## config.mk

```make
export PLATFORM = sky130hd
export DESIGN_NAME = i2c_cmd_master
export DESIGN_NICKNAME = d
export VERILOG_FILES = /design/src/rtl/i2c_cmd_pkg.sv /design/src/rtl/i2c_unit_timer.sv /design/src/rtl/i2c_bit_ctrl.sv /design/src/rtl/i2c_cmd_master.sv
export SDC_FILE = /design/constraint.sdc
export NUM_CORES = 1
export LEC_CHECK = 0
export ABC_AREA = 1
export BUFFER_PORTS_ARGS = -buffer_cell sky130_fd_sc_hd__buf_2
export CAP_MARGIN = 5
export CORE_ASPECT_RATIO = 1.75
export CORE_UTILIZATION = 30
export CTS_CLUSTER_SIZE = 12
export DETAILED_ROUTE_END_ITERATION = 10
export PLACE_DENSITY = 0.57
export SYNTH_ARGS = -nofsm -noshare
export SYNTH_HDL_FRONTEND = slang
export SYNTH_SLANG_ARGS = --single-unit
```

## constraint.sdc

```tcl
create_clock -name clk_i -period 2.3 [get_ports clk_i]
set_input_delay 0.23 -clock clk_i [delete_from_list [all_inputs] [get_ports clk_i]]
set_output_delay 0.23 -clock clk_i [all_outputs]
set_load 0.1 [all_outputs]
```

## src/rtl/i2c_cmd_pkg.sv

```systemverilog
package i2c_cmd_pkg;
  localparam int unsigned LOW_UNITS  = 6;
  localparam int unsigned HIGH_UNITS = 4;
  localparam int unsigned BIT_UNITS  = LOW_UNITS + HIGH_UNITS;
  localparam int unsigned MOVE_UNIT  = 1;                             // SDA data edge, SCL low
  localparam int unsigned COND_UNIT  = LOW_UNITS + HIGH_UNITS / 2;    // start/stop edge, SCL high
  localparam int unsigned UNIT_W     = $clog2(BIT_UNITS);
  localparam int unsigned REG_W      = 8;

  localparam logic [1:0] REG_PRESC = 2'd0;
  localparam logic [1:0] REG_TGT   = 2'd1;
  localparam logic [1:0] REG_DATA  = 2'd2;
  localparam logic [1:0] REG_CMD   = 2'd3;

  typedef enum logic [1:0] {OP_START, OP_STOP, OP_WBIT, OP_RBIT} bit_op_e;

  typedef enum logic [2:0] {
    ST_IDLE, ST_START, ST_TX, ST_ACKIN, ST_RX, ST_ACKOUT, ST_STOP
  } seq_state_e;

  typedef struct packed {
    logic ack;
    logic stop;
    logic start;
    logic run;
  } cmd_t;
endpackage

```

## src/rtl/i2c_unit_timer.sv

```systemverilog
module i2c_unit_timer #(
  parameter int unsigned PRESC_W = 8
) (
  input  logic               clk_i,
  input  logic               rst_ni,
  input  logic               en_i,
  input  logic               clr_i,
  input  logic [PRESC_W-1:0] presc_i,
  output logic               tick_o
);
  localparam int unsigned CNT_W = PRESC_W + 1;

  logic [CNT_W-1:0] cnt_q;
  logic [CNT_W-1:0] lim;

  // unit = 2*(P+1) clocks -> terminal count 2P+1
  assign lim    = {presc_i, 1'b1};
  assign tick_o = en_i && (cnt_q == lim);

  always_ff @(posedge clk_i or negedge rst_ni) begin
    if (!rst_ni)                       cnt_q <= '0;
    else if (clr_i || !en_i || tick_o) cnt_q <= '0;
    else                               cnt_q <= cnt_q + 1'b1;
  end
endmodule

```

## src/rtl/i2c_bit_ctrl.sv

```systemverilog
module i2c_bit_ctrl
  import i2c_cmd_pkg::*;
#(
  parameter int unsigned PRESC_W = 8
) (
  input  logic               clk_i,
  input  logic               rst_ni,
  input  logic               go_i,
  input  bit_op_e            op_i,
  input  logic               wbit_i,
  input  logic [PRESC_W-1:0] presc_i,
  input  logic               sda_i,
  output logic               fin_o,
  output logic               rx_o,
  output logic               scl_oe_o,
  output logic               sda_oe_o,
  output logic               cond_o
);
  logic              active_q, idle_bus_q, sda_q, rx_q, wbit_q, tick;
  bit_op_e           op_q;
  logic [UNIT_W-1:0] unit_q;

  i2c_unit_timer #(.PRESC_W(PRESC_W)) u_timer (
    .clk_i  (clk_i),
    .rst_ni (rst_ni),
    .en_i   (active_q),
    .clr_i  (go_i),
    .presc_i(presc_i),
    .tick_o (tick)
  );

  assign fin_o = active_q && tick && (unit_q == UNIT_W'(BIT_UNITS - 1));

  always_ff @(posedge clk_i or negedge rst_ni) begin
    if (!rst_ni)                           idle_bus_q <= 1'b1;
    else if (fin_o && op_q == OP_START)    idle_bus_q <= 1'b0;
    else if (fin_o && op_q == OP_STOP)     idle_bus_q <= 1'b1;
  end

  always_ff @(posedge clk_i or negedge rst_ni) begin
    if (!rst_ni) begin
      active_q <= 1'b0;
      op_q     <= OP_STOP;
      unit_q   <= '0;
      wbit_q   <= 1'b0;
      sda_q    <= 1'b0;
      rx_q     <= 1'b0;
    end else if (go_i) begin
      active_q <= 1'b1;
      op_q     <= op_i;
      wbit_q   <= wbit_i;
      // from an idle bus the start skips the low half
      unit_q   <= (op_i == OP_START && idle_bus_q) ? UNIT_W'(LOW_UNITS) : '0;
    end else if (fin_o) begin
      active_q <= 1'b0;
    end else if (active_q && tick) begin
      unit_q <= unit_q + 1'b1;
      if (unit_q == UNIT_W'(MOVE_UNIT - 1)) begin
        case (op_q)
          OP_STOP: sda_q <= 1'b1;
          OP_WBIT: sda_q <= ~wbit_q;
          default: sda_q <= 1'b0;
        endcase
      end
      if (unit_q == UNIT_W'(COND_UNIT - 1)) begin
        case (op_q)
          OP_START: sda_q <= 1'b1;
          OP_STOP:  sda_q <= 1'b0;
          OP_RBIT:  rx_q  <= sda_i;
          default:  ;
        endcase
      end
    end
  end

  assign scl_oe_o = active_q ? (unit_q < UNIT_W'(LOW_UNITS)) : ~idle_bus_q;
  assign sda_oe_o = sda_q;
  assign rx_o     = rx_q;
  assign cond_o   = active_q && (op_q == OP_START || op_q == OP_STOP);
endmodule

```

## src/rtl/i2c_cmd_master.sv

```systemverilog
module i2c_cmd_master
  import i2c_cmd_pkg::*;
#(
  parameter int unsigned PRESC_W = 8
) (
  input  logic             clk_i,
  input  logic             rst_ni,
  input  logic             reg_we_i,
  input  logic [1:0]       reg_addr_i,
  input  logic [REG_W-1:0] reg_wdata_i,
  output logic [REG_W-1:0] reg_rdata_o,
  output logic             scl_oe_o,
  output logic             sda_oe_o,
  input  logic             sda_i,
  output logic             irq_o
);
  logic [PRESC_W-1:0] presc_q;
  logic [REG_W-1:0]   tgt_q, data_q, data_d, sh_q, sh_d;
  logic [2:0]         cnt_q, cnt_d;
  logic               addr_ph_q, addr_ph_d, an_q, an_d, dn_q, dn_d, irq_q;
  cmd_t               cmd_q, cmd_d;
  seq_state_e         state_q, state_d;

  logic    go, wbit, fin, rx, done, launch, wrap, busy, bit_cond;
  bit_op_e op;

  assign busy = (state_q != ST_IDLE);

  i2c_bit_ctrl #(.PRESC_W(PRESC_W)) u_bit (
    .clk_i   (clk_i),
    .rst_ni  (rst_ni),
    .go_i    (go),
    .op_i    (op),
    .wbit_i  (wbit),
    .presc_i (presc_q),
    .sda_i   (sda_i),
    .fin_o   (fin),
    .rx_o    (rx),
    .scl_oe_o(scl_oe_o),
    .sda_oe_o(sda_oe_o),
    .cond_o  (bit_cond)
  );

  always_comb begin
    go = 1'b0;  op = OP_WBIT;  wbit = 1'b0;  done = 1'b0;
    launch = 1'b0;  wrap = 1'b0;
    state_d = state_q;  sh_d = sh_q;  cnt_d = cnt_q;  addr_ph_d = addr_ph_q;
    data_d = data_q;  an_d = an_q;  dn_d = dn_q;  cmd_d = cmd_q;
    if (state_q == ST_IDLE) begin
      if (reg_we_i && reg_addr_i == REG_DATA) data_d = reg_wdata_i;
      if (reg_we_i && reg_addr_i == REG_CMD) begin
        cmd_d = cmd_t'(reg_wdata_i[3:0]);
        an_d  = 1'b0;
        dn_d  = 1'b0;
        if (cmd_d.start) begin
          go = 1'b1;  op = OP_START;  state_d = ST_START;
        end else if (cmd_d.run) begin
          launch = 1'b1;
        end else if (cmd_d.stop) begin
          go = 1'b1;  op = OP_STOP;  state_d = ST_STOP;
        end
      end
    end else if (fin) begin
      unique case (state_q)
        ST_START: begin
          sh_d = tgt_q;  cnt_d = '0;  addr_ph_d = 1'b1;
          go = 1'b1;  op = OP_WBIT;  wbit = tgt_q[REG_W-1];  state_d = ST_TX;
        end
        ST_TX: begin
          if (cnt_q == 3'd7) begin
            go = 1'b1;  op = OP_RBIT;  state_d = ST_ACKIN;
          end else begin
            cnt_d = cnt_q + 1'b1;  sh_d = {sh_q[REG_W-2:0], 1'b0};
            go = 1'b1;  op = OP_WBIT;  wbit = sh_q[REG_W-2];
          end
        end
        ST_ACKIN: begin
          if (rx) begin
            if (addr_ph_q) an_d = 1'b1;
            else           dn_d = 1'b1;
            wrap = 1'b1;
          end else if (addr_ph_q && cmd_q.run) begin
            launch = 1'b1;
          end else begin
            wrap = 1'b1;
          end
        end
        ST_RX: begin
          sh_d = {sh_q[REG_W-2:0], rx};
          if (cnt_q == 3'd7) begin
            data_d = sh_d;
            go = 1'b1;  op = OP_WBIT;  wbit = ~cmd_q.ack;  state_d = ST_ACKOUT;
          end else begin
            cnt_d = cnt_q + 1'b1;
            go = 1'b1;  op = OP_RBIT;
          end
        end
        ST_ACKOUT: wrap = 1'b1;
        ST_STOP: begin
          done = 1'b1;  state_d = ST_IDLE;
        end
        default: state_d = ST_IDLE;
      endcase
    end

    if (launch) begin
      addr_ph_d = 1'b0;  cnt_d = '0;  go = 1'b1;
      if (tgt_q[0]) begin
        op = OP_RBIT;  state_d = ST_RX;
      end else begin
        sh_d = data_q;  op = OP_WBIT;  wbit = data_q[REG_W-1];  state_d = ST_TX;
      end
    end
    if (wrap) begin
      if (cmd_d.stop) begin
        go = 1'b1;  op = OP_STOP;  state_d = ST_STOP;
      end else begin
        done = 1'b1;  state_d = ST_IDLE;
      end
    end
  end

  always_ff @(posedge clk_i or negedge rst_ni) begin
    if (!rst_ni) begin
      presc_q   <= '0;
      tgt_q     <= '0;
      data_q    <= '0;
      sh_q      <= '0;
      cnt_q     <= '0;
      addr_ph_q <= 1'b0;
      an_q      <= 1'b0;
      dn_q      <= 1'b0;
      cmd_q     <= '0;
      state_q   <= ST_IDLE;
      irq_q     <= 1'b0;
    end else begin
      if (!busy && reg_we_i && reg_addr_i == REG_PRESC) presc_q <= reg_wdata_i[PRESC_W-1:0];
      if (!busy && reg_we_i && reg_addr_i == REG_TGT)   tgt_q   <= reg_wdata_i;
      data_q    <= data_d;
      sh_q      <= sh_d;
      cnt_q     <= cnt_d;
      addr_ph_q <= addr_ph_d;
      an_q      <= an_d;
      dn_q      <= dn_d;
      cmd_q     <= cmd_d;
      state_q   <= state_d;
      irq_q     <= done;
    end
  end

  always_comb begin
    unique case (reg_addr_i)
      REG_PRESC: reg_rdata_o = REG_W'(presc_q);
      REG_TGT:   reg_rdata_o = tgt_q;
      REG_DATA:  reg_rdata_o = data_q;
      default:   reg_rdata_o = {4'b0, dn_q, an_q, an_q | dn_q, busy};
    endcase
  end

  assign irq_o = irq_q;
endmodule

```

# Word-level counts from Yosys, hierarchy flattened
# Cells that the tools add are included.
[op_classes]
addsub = 3
order_cmp = 1
n_eq_ne = 28
n_mux = 109
bitwise_logic = 6
reduce_logical = 48
[op_table]
columns = ["op", "count"]
rows = [
  ["two-way mux 8 bit", 10],
  ["two-way mux 1 bit", 59],
  ["two-way mux 3 bit", 19],
  ["one-hot mux 8 bit (3 select lines)", 2],
  ["nonzero test 2 bit", 11],
  ["!= test 5 bit, second input constant", 4],
  ["two-way mux 2 bit", 8],
  ["AND reduction 5 bit", 3],
  ["equality test 3 bit, second input constant", 4],
  ["logical AND 1 bit", 12],
  ["two-way mux 4 bit", 3],
  ["one-hot mux 3 bit (4 select lines)", 1],
  ["adder 9 x 1 -> 9 bit, second input constant", 1],
  ["equality test 9 bit", 1],
  ["two-way mux 9 bit", 1],
  ["equality test 2 bit, second input constant", 4],
  ["one-hot mux 1 bit (2 select lines)", 4],
  ["AND reduction 4 bit", 2],
  ["AND reduction 7 bit", 1],
  ["equality test 3 x 2 -> 1 bit, second input constant", 2],
  ["logical NOT 2 bit", 3],
  ["!= test 2 x 1 -> 1 bit, second input constant", 3],
  ["one-hot mux 3 bit (2 select lines)", 1],
  ["AND reduction 3 bit", 2],
  ["23 further kinds", 34],
]
[word_totals]
ff_bits = 66
inputBits = 14
word_cells = 217

# Logic depth before layout (Yosys ltp)
[logic_depth]
depth_word = 13
ltp_mapped = 15

# Hierarchy
# A second synthesis with hierarchy kept.
[hier_totals]
cells_unflattened = 545
area_unflattened_um2 = 4015.1
[modules_own_cells]
columns = ["module", "n_inst", "cells_each", "area_per_inst_um2", "seq_area_each_um2"]
rows = [
  ["i2c_cmd_master", 1, 370, 2690.1, 1101.1],
  ["i2c_bit_ctrl", 1, 92, 725.7, 277.8],
  ["i2c_unit_timer", 1, 83, 599.3, 225.2],
]

# Least setup slack after synthesis
# Ideal clock, no wire load.
[synth_path]
path_type = "register to output"
startpoint = "register state_q[2]"
endpoint = "output port reg_rdata_o[0]"
arrival_ps = 3000
required_time_ps = 2070
slack_ps = -930
stages_incl_launch_ff = 6
path_buffers = 1
cell_sequence = "dfrtp_1 -> inv_2 -> nand2_4 -> buf_8 -> inv_1 -> o21ai_0"
[synth_between]
elab_chain_len = 2
[synth_lines]
columns = ["item", "line", "source"]
rows = [
  ["start, declared", "i2c_cmd_master.sv:22", "seq_state_e state_q, state_d;"],
  ["start signal, assigned", "i2c_cmd_master.sv:146", "state_q <= state_d;"],
  ["nonzero test 3 bit", "i2c_cmd_master.sv:27", "assign busy = (state_q != ST_IDLE);"],
  ["one-hot mux 8 bit (3 select lines)", "i2c_cmd_master.sv:152", "unique case (reg_addr_i)"],
  ["end, declared", "i2c_cmd_master.sv:11", "output logic [REG_W-1:0] reg_rdata_o,"],
]
# Every way passes these cells.

# Worst setup path after layout
# Ends and elaborated chain as after synthesis.

==> flow_summary.yaml <==
setup_path:
  crit_start: "state_q[2]"
  path_class: "reg -> out"
  worst_path_dominant_cell_family: "buffers and inverters"
  critPathMaxFanout: 9
  max_stage_delay_ns: 0.47
  critical_path_required_ns: 2.07
  cp-start-kind: "flop"
  cp_slowest_cell: "dfrtp_1"
  crit_chain: "inv_2 -> nand2_4 -> inv_1 -> buf_4 -> o21ai_1 -> buf_2"
  timing.rr.start: "u_bit.unit_q[1]"
  cp.arrival_ns: 1.90
  cp-end-kind: "output pin"
  critPathBufInv: 4
drt:
  drt_iter0_drc: 250
  via_count: 3607
  vias_per_cell: 4.93
  dr.pass1.iters: 5
  antenna_left: 0
  avgRoutedWirePerCell_um: 15.5
  routed_wl_mm: 11.4
  drc: 0
logic_synthesis:
  synth_warnings: 0
  yosysTopAreaCell: "dfrtp_1"
  synth_nets: 539
  ys_seq_elements: 64
  yosysTopAreaCellShare: 0.391
  synthTopCellsByArea: "dfrtp_1 39%, nand2_1 11%, inv_1 7.3%"
  synth-edff-count: 0
  synthCells: 515
  syn_area_mm2: 0.00397
  ys_types: 42
  seq_area_frac_synth: 0.404
  avgSynthCellArea_um2: 7.70
  synth_top_flop_cell: "dfrtp_1"
  async_flop_share: 1.00
clock_network:
  cts-root-buf: "clkbuf_16"
  postCtsSetupBuffers: 0
  cts_buffers: 9
  cts_tree: "done"
  numClockSinks: 64
  path_clk_slew_ns: 0.05
  htree_levels: 3
  clockBufferDepth: 2
  clk_latency_ns: 0.33
placed_design:
  portBuffers: 24
  hpwlAfterDp_mm: 8.83
  post_dp_cell_area_mm2: 0.00437
  dp.cells: 715
  place_ws_ns: 0.0890
  routabilityCongestion: 0.938
die:
  rows: 55
  die_h_um: 154
  initial_core_util: 0.307
  die-area_mm2: 0.0137
  ioPinCount: 25
  core-area_mm2: 0.0129
  die_x_um: 88.9
pwr:
  total_power_mw: 2.63
  pwr-share-clk: 0.469
  pwr_density_cell_mw_per_mm2: 566
  p_sw_mw: 0.691
  p_comb_frac: 0.093
  internal_power_mw: 1.94
  swShare: 0.262
  power_leakage_nw: 2.33
  seqPwrFrac: 0.438
  irDropWorstVdd_mv: 0.369
timing:
  rsz0062_at_grt: "no"
  clock.fmax_ghz: 0.469
  fin_crit_ns: 2.13
  clock_skew_ns: 0.00344
  worst_slew_pin_slew_ns: 0.487
  hold_ws_ns: 0.149
  hold_viol_final: 0
  fin_crit_sh: 0.928
  fin_ws_ns: 0.166
  slew_headroom: 0.674
  setup_violations: 0
  fin_tns_setup_ns: 0
  drv_slew: 0
finish:
  drive_gt1_frac: 0.180
  fin_util: 0.360
  finalNetCount: 580
  antennaDiodeCount: 0
  final_cells: 732
  areaGrowthSynthToFinish_pct: 17.4
  fin_area_mm2: 0.00465
worst_hold_path:
  hold_class: "in -> reg"
  hold_path_startpoint: "reg_wdata_i[6]"
grt:
  grt_max_degree: 65
  overflow: 0
  grtUsageTotal: 0.182
  antenna_found_initial: 0
  grt_pass1_vias: 3710
  grt_pass1_wl_mm: 18.7
outcome:
  status: "finished, final reports clean"
flow_run:
  cap_violations: 0
-- cells by family (layout without fill, tap and decap cells) --
family,count (synthesis),after routing,share of synthesized area
and+or+nand+nor,221,221,0.275
AOI/OAI and AO/OA,115,115,0.169
buffers and inverters,97,143,0.102
DFF,64,64,0.404
adders and majority gates,10,10,0.0315
xor gates and xnor gates,6,6,0.0132
muxes,2,2,0.00536
-- cells in the final DEF (no fill, tap or decap), types with 3 or more instances in the layout --
| cell type | instances |
|---|---|
| nor2_1 | 39 |
| nor3_2 | 4 |
| clkbuf_16 | 9 |
| nand4_1 | 3 |
| nor3_1 | 6 |
| a22oi_1 | 5 |
| ha_1 | 10 |
| a21oi_1 | 25 |
| nor2_4 | 7 |
| dfrtp_1 | 61 |
| inv_1 | 76 |
| nand2_1 | 113 |
| buf_2 | 24 |
| nand2_2 | 6 |
| buf_4 | 13 |
| clkinv_2 | 4 |
| o22ai_1 | 6 |
| xor2_1 | 4 |
| o221ai_2 | 4 |
| o21ai_1 | 23 |
| o21ai_0 | 35 |
| inv_2 | 12 |
| nand3_1 | 29 |
| o211ai_1 | 6 |
| a31oi_1 | 4 |
-- final timing paths --
check	end	cells after the start	slack [ns]
worst min-delay path	tgt_q[6]	3	0.15
min in group asynchronous	data_q[2]	3	0.44
worst max-delay path	reg_rdata_o[0]	6	0.17
worst min register to register	cnt_q[2]	2	0.48
max in group asynchronous	u_bit.idle_bus_q	3	1.51
worst max register to register	sh_q[2]	9	0.21
-- metal layers --
metal | wire (um) | global-route usage | part of all wire | up-vias
li1 | - | - | - | 1767
met1 | 4270 | 0.195 | 0.38 | 1698
met2 | 6070 | 0.325 | 0.53 | 110
met3 | 463 | 0.0284 | 0.041 | 32
met4 | 568 | 0.111 | 0.050 | 0
met5 | 0 | 0 | 0 | -
-- registers in the layout, indices dropped and copies added, names as in the netlist --
signal / count
an_q: 1
u_bit.unit_q: 4
addr_ph_q: 1
u_bit.rx_o: 1
u_bit.sda_oe_o: 1
cmd_q: 3
tgt_q: 8
sh_q: 7
u_bit.idle_bus_q: 1
u_bit.op_q: 2
u_bit.wbit_q: 1
state_q: 3
cnt_q: 3
presc_q: 8
u_bit.u_timer.cnt_q: 9
dn_q: 1
irq_o: 1
data_q: 8
u_bit.active_q: 1
-- Yosys cell counts, types with 2 or more instances --
cell         n
o21ai_1     21
a21oi_1     25
o22ai_1      6
nor3_2       4
ha_1        10
a22oi_1      5
nand4_1      3
nand3_1     29
nand4_4      2
a31oi_1      4
o2111ai_1    2
buf_6        3
nor2_1      39
xnor2_1      2
nand2_4      2
nand2_1    113
inv_1       77
o211ai_1     6
o21ai_4      2
dfrtp_1     62
dfstp_2      2
o21ai_0     37
nor2b_1      2
nand3_2      3
nor3_1       6
buf_2        5
o221ai_1     4
xor2_1       4
inv_2       11
nand2_2      6
nor2_4       7
-- worst register-to-register path, stage by stage, from the launching register on --
cell and delay, ns:
dfrtp_1 0.41, inv_1 0.11, ha_1 0.15, nand3_1 0.16, inv_2 0.20, nand4_2 0.18, o21ai_4 0.27, nand2_2 0.24
o21ai_1 0.21, inv_1 0.06
-- area by class of cell --
class	instances	area [um2]
Fill cell	1411	8280
Tap cell	171	214
Inverter	88	330
Timing Repair Buffer	39	248
Sequential cell	64	1610
Multi-Input combinational cell	354	1990
Clock buffer	12	246
Clock inverter	4	20.0
-- power groups by stage --
stage,sequential (mW),clock [mW],combinational [mW]
2_1_floorplan,1.17,0,0.161
6_report,1.15,1.24,0.246
4_1_cts,1.15,1.26,0.250
3_5_place_dp,1.17,0,0.248
5_1_grt,1.15,1.30,0.264
3_3_place_gp,1.17,0,0.246
-- repair_timing --
action                     4_1_cts  5_1_grt
hold buffers                     1        0
setup endpoints to repair        0       18
gates resized for setup          0        3
hold endpoints to repair        62        0
(Power assumes the default switching activity.)
